`config.mk`:
```
export PLATFORM = sky130hd
export DESIGN_NAME = uart_lsr_track
export DESIGN_NICKNAME = d
export VERILOG_FILES = /design/src/rtl/uart_lsr_pkg.sv /design/src/rtl/uart_lsr_rx.sv /design/src/rtl/uart_lsr_tx.sv /design/src/rtl/uart_lsr_track.sv
export SDC_FILE = /design/constraint.sdc
export NUM_CORES = 1
export LEC_CHECK = 0
export CAP_MARGIN = 0
export CORE_AREA = 4 4 41 43
export DETAILED_ROUTE_END_ITERATION = 10
export DIE_AREA = 0 0 45 47
export GPL_ROUTABILITY_DRIVEN = 0
export HOLD_SLACK_MARGIN = 0.03
export PLACE_DENSITY = 0.6
export SLEW_MARGIN = 10
export SYNTH_ARGS = -nofsm -noshare
export SYNTH_HDL_FRONTEND = slang
export SYNTH_SLANG_ARGS = --single-unit
```
`constraint.sdc`:
```
create_clock -name clk -period 0.8 [get_ports clk]
set_input_delay 0.08 -clock clk [delete_from_list [all_inputs] [get_ports clk]]
set_output_delay 0.08 -clock clk [all_outputs]
set_load 0.01 [all_outputs]
```
`src/rtl/uart_lsr_pkg.sv`:
```
package uart_lsr_pkg;
  localparam int TAG_W = 3;
  localparam int TAG_PERR = 0;
  localparam int TAG_FERR = 1;
  localparam int TAG_BRK  = 2;

  typedef struct packed {
    logic brk;
    logic ferr;
    logic perr;
  } rx_tag_t;
endpackage

```
`src/rtl/uart_lsr_rx.sv`:
```
module uart_lsr_rx
  import uart_lsr_pkg::*;
(
  input  logic    clk,
  input  logic    rst_n,
  input  logic    rx_done,
  input  rx_tag_t rx_tag,
  input  logic    rx_line,
  input  logic    rxf_full,
  input  logic    rxf_empty,
  input  rx_tag_t head_tag,
  input  logic    host_rd_data,
  input  logic    host_rd_lsr,
  output logic    rxf_push,
  output logic    rxf_pop,
  output logic    dr,
  output logic    oe,
  output logic    pe,
  output logic    fe,
  output logic    bi
);
  logic hold_q, hold_d, hold_en;
  logic oe_q, oe_d, oe_en;
  logic dup_brk, accept, ovr_evt;

  // a break completion while the hold is set is a repeat of the same break
  always_comb begin
    dup_brk = rx_done & rx_tag.brk & hold_q;
    accept  = rx_done & ~dup_brk;
    rxf_push = accept & ~rxf_full;
    ovr_evt  = accept & rxf_full;
    rxf_pop  = host_rd_data & ~rxf_empty;
  end

  // next-state: a new overrun wins over a clear in the same cycle
  always_comb begin
    oe_d  = ovr_evt | (oe_q & ~host_rd_lsr);
    oe_en = ovr_evt | host_rd_lsr;
    hold_d  = hold_q;
    hold_en = 1'b0;
    if (rx_done && rx_tag.brk) begin
      hold_d  = 1'b1;
      hold_en = 1'b1;
    end else if (rx_line) begin
      hold_d  = 1'b0;
      hold_en = 1'b1;
    end
  end

  always_ff @(posedge clk or negedge rst_n) begin
    if (!rst_n) begin
      oe_q   <= 1'b0;
      hold_q <= 1'b0;
    end else begin
      if (oe_en)   oe_q   <= oe_d;
      if (hold_en) hold_q <= hold_d;
    end
  end

  always_comb begin
    dr = ~rxf_empty;
    oe = oe_q;
    pe = ~rxf_empty & head_tag.perr;
    fe = ~rxf_empty & head_tag.ferr;
    bi = hold_q | (~rxf_empty & head_tag.brk);
  end
endmodule

```
`src/rtl/uart_lsr_tx.sv`:
```
module uart_lsr_tx (
  input  logic clk,
  input  logic rst_n,
  input  logic fifo_mode,
  input  logic host_wr_data,
  input  logic tx_load,
  input  logic txf_empty,
  input  logic tx_busy,
  input  logic thre_ie,
  output logic thre,
  output logic temt,
  output logic irq
);
  logic thre_q, thre_d, thre_en;

  always_comb begin
    thre_en = 1'b1;
    if (host_wr_data)   thre_d = 1'b0;
    else if (fifo_mode) thre_d = txf_empty;
    else if (tx_load)   thre_d = 1'b1;
    else begin
      thre_d  = thre_q;
      thre_en = 1'b0;
    end
  end

  always_ff @(posedge clk or negedge rst_n) begin
    if (!rst_n)       thre_q <= 1'b1;
    else if (thre_en) thre_q <= thre_d;
  end

  always_comb begin
    thre = thre_q;
    temt = thre_q & ~tx_busy;
    irq  = thre_q & thre_ie;
  end
endmodule

```
`src/rtl/uart_lsr_track.sv`:
```
module uart_lsr_track
  import uart_lsr_pkg::*;
(
  input  logic             clk,
  input  logic             rst_n,
  input  logic             fifo_mode,
  input  logic             rx_done,
  input  logic [TAG_W-1:0] rx_result,
  input  logic             rx_line,
  input  logic             rxf_full,
  input  logic             rxf_empty,
  input  logic [TAG_W-1:0] rxf_head_tag,
  input  logic             host_rd_data,
  input  logic             host_rd_lsr,
  input  logic             host_wr_data,
  input  logic             tx_load,
  input  logic             txf_empty,
  input  logic             tx_busy,
  input  logic             thre_ie,
  output logic             rxf_push,
  output logic [TAG_W-1:0] rxf_push_tag,
  output logic             rxf_pop,
  output logic             lsr_dr,
  output logic             lsr_oe,
  output logic             lsr_pe,
  output logic             lsr_fe,
  output logic             lsr_bi,
  output logic             lsr_thre,
  output logic             lsr_temt,
  output logic             tx_irq
);
  rx_tag_t rx_tag, head_tag;

  assign rx_tag       = rx_tag_t'(rx_result);
  assign head_tag     = rx_tag_t'(rxf_head_tag);
  assign rxf_push_tag = rx_result;

  uart_lsr_rx u_rx (
    .clk          (clk),
    .rst_n        (rst_n),
    .rx_done      (rx_done),
    .rx_tag       (rx_tag),
    .rx_line      (rx_line),
    .rxf_full     (rxf_full),
    .rxf_empty    (rxf_empty),
    .head_tag     (head_tag),
    .host_rd_data (host_rd_data),
    .host_rd_lsr  (host_rd_lsr),
    .rxf_push     (rxf_push),
    .rxf_pop      (rxf_pop),
    .dr           (lsr_dr),
    .oe           (lsr_oe),
    .pe           (lsr_pe),
    .fe           (lsr_fe),
    .bi           (lsr_bi)
  );

  uart_lsr_tx u_tx (
    .clk          (clk),
    .rst_n        (rst_n),
    .fifo_mode    (fifo_mode),
    .host_wr_data (host_wr_data),
    .tx_load      (tx_load),
    .txf_empty    (txf_empty),
    .tx_busy      (tx_busy),
    .thre_ie      (thre_ie),
    .thre         (lsr_thre),
    .temt         (lsr_temt),
    .irq          (tx_irq)
  );
endmodule

```
==> metrics <==
commonest non-fill, non-tap cell in the layout clkdlybuf4s50_1; crit end category primary output; ANT nets after route 0; Syn Area/Cell 8.65 um^2; Detailed Route WL 819 um; initial antenna violation count 0; VDD IR-drop max 0.000774 V; row count 13; Yosys reg bits 3; fin area 552 um^2; Critical Path Fanout Max 4; PortBufs 28; Power Density roughly 1300 nW/um^2; core area 1300 um^2; drt first pass iters 1; clk slew on worst S/H paths 0.04 ns; drt drc 0; MaxCap Viol Count 0; leakage power 0.273 nW; met2 wire len approximately 380 um; wire length on met3 180 um; status complete, but fails checks; Cell Chain, Critical Path nor2b_4 -> buf_6; Seq/Total Area, Yosys between 30% and 40%; Die ar. 2120 um^2; Tmin final between 1 and 1.5 ns; deepest clock path buffer count 2; syn_nets 43; Placed Instances 67; Chip Height 47 um; DP Worst Slack -0.616 ns; final hold violations 0; WL/cell 11.1 um; total global-route track usage 7.68%; Critical Path Start Type flip-flop; switching share of power 24.8%; Setup CP Type reg2out; Reg power frac 25.9%; TritonCTS clock tree done; Die Wd 45 um; antenna diode count 0; Final Util 42.4%; clock share of power about two fifths; RSZ-0062 raised after global routing true; Post-Place Cell Area 513 um^2; share of post-route cells with drive strength above 1 42.4%; maximum clock frequency roughly 910 MHz; final-report max-slew violation count 0; gr ovfl total 0; Yosys cell types 12; Crit path required time 0.72 ns; Clock Sinks 3; area of the multi-input gates around 110 um^2; Reg area around 76 um^2; Synth Warn # 0; Final Cycle Share 137%; dpl hpwl 660 um; starting density of the core 15.3%; CP peak stage delay 0.54 ns; DR vias 291; Filler Cell Count ~140; failing checks setup timing; non-filler cells in the finished layout 74; Syn Inst Count 23; Max Used Layer met3; first-pass GRT wire length 1080 um; vias in the first global route 246; net switching power 171 uW; P_int 519 uW; vias per cell approximately 3.9; total CTS buffers 3; area growth from synthesis to layout 177%; clk_skew 0.0000659 ns; M1 WL 257 um; combinational share of power between 30% and 40%; # nets final 80; measured slew at the worst slew-check pin 0.156 ns; 1st-iter DRT viols 0; synthesized cell area 199 um^2; Clk Latency, worst-skew pair between 0.2 and 0.25 ns; largest net degree at the start of global routing 5; H-Tree Depth 1; I/O pin cnt 33; critical path's slowest cell dfstp_2; CTS Root Cell clkbuf_4; max_slew headroom around 90%; Final WS setup -0.293 ns; setup violators final 8; Worst Hold Class in2out; critical path arrival 1.01 ns; commonest non-fill, non-tap cells in the layout clkdlybuf4s50_1 (12), dlygate4sd2_1 (6), buf_6 (6), buf_2 (5), buf_4 (5); sum of negative setup slack -1.62 ns
-- metrics by stage --
step                      hold WS, ns  total power, mW
after floorplan                -0.216            0.250
after global placement          0.160            0.416
after detailed placement        0.160            0.420
after CTS                       0.160            0.700
after global routing            0.160            0.742
final                           0.160            0.690
-- area by class of cell --
type | count | share of cell area, %
multi-input combinational | 14 | 19.3
tap | 15 | 3.40
inverter | 3 | 2.04
clock buffer | 4 | 4.76
sequential | 3 | 13.8
timing repair buffer | 35 | 56.7
-- per-layer routing --
layer,vias to the layer above,track usage [%]
met5,-,0
met4,0,1.75
met3,0,8.81
met2,24,12.1
met1,124,6.41
li1,143,-
-- final timing paths --
kind	from	to	slack [ns]	cells after the start
setup / recovery	u_tx.thre$_DFFE_PN1P_	lsr_temt	-0.29	2
hold / removal	rx_result[1]	rxf_push_tag[1]	0.16	0
setup reg to reg	u_tx.thre$_DFFE_PN1P_	u_tx.thre$_DFFE_PN1P_	-0.20	4
hold reg to reg	u_rx.oe$_DFFE_PN0P_	u_rx.oe$_DFFE_PN0P_	0.52	1
max in group asynchronous	rst_n	u_rx.oe$_DFFE_PN0P_	0.09	2
min in group asynchronous	rst_n	u_tx.thre$_DFFE_PN1P_	0.17	1
-- flip-flops by register name (all words and copies together) (netlist names) --
| name | flops |
|---|---|
| u_rx.hold_q | 1 |
| u_rx.oe | 1 |
| u_tx.thre | 1 |
-- critical path: cells and delay by family (launching register included) --
family / cells / cell delay (ns)
DFF: 1 / 0.54
and+or+nand+nor: 1 / 0.14
buffers and inverters: 1 / 0.10
-- power groups by stage --
stage	Clock (mW)	Combinational (mW)	Sequential (mW)
after global placement	0	0.236	0.181
after detailed placement	0	0.239	0.181
final	0.271	0.240	0.179
after floorplan	0	0.0665	0.184
after CTS	0.287	0.233	0.180
after global routing	0.306	0.255	0.181
-- synthesized netlist by cell type --
library cell,instances,share of area [%]
and3b_2,1,5.0
and2_1,1,3.1
buf_4,3,11
dfstp_2,1,13
o21ai_0,1,2.5
a32o_1,1,5.0
nand2_1,2,3.8
dfrtp_1,2,25
a21o_2,1,4.4
nor2b_1,5,16
nor3_1,2,5.0
inv_1,3,5.7
-- kinds of logic (layout without fill, tap and decap cells) --
logic type / Yosys count / after routing / synth area share [%]
and+or+nand+nor: 11 / 11 / 32.7
buffers and inverters: 6 / 42 / 17.0
AOI/OAI and AO/OA: 3 / 3 / 11.9
DFF: 3 / 3 / 38.4
-- repair_timing --
action	4_1_cts	5_1_grt
pin swaps	2	2
gates cloned	0	0
gates resized for setup	52	2
endpoints found under the hold margin	2	0
buffers inserted	2	1
hold buffers	1	0
setup endpoints to repair	13	8
Note: power is estimated with default switching activity, not from simulation.
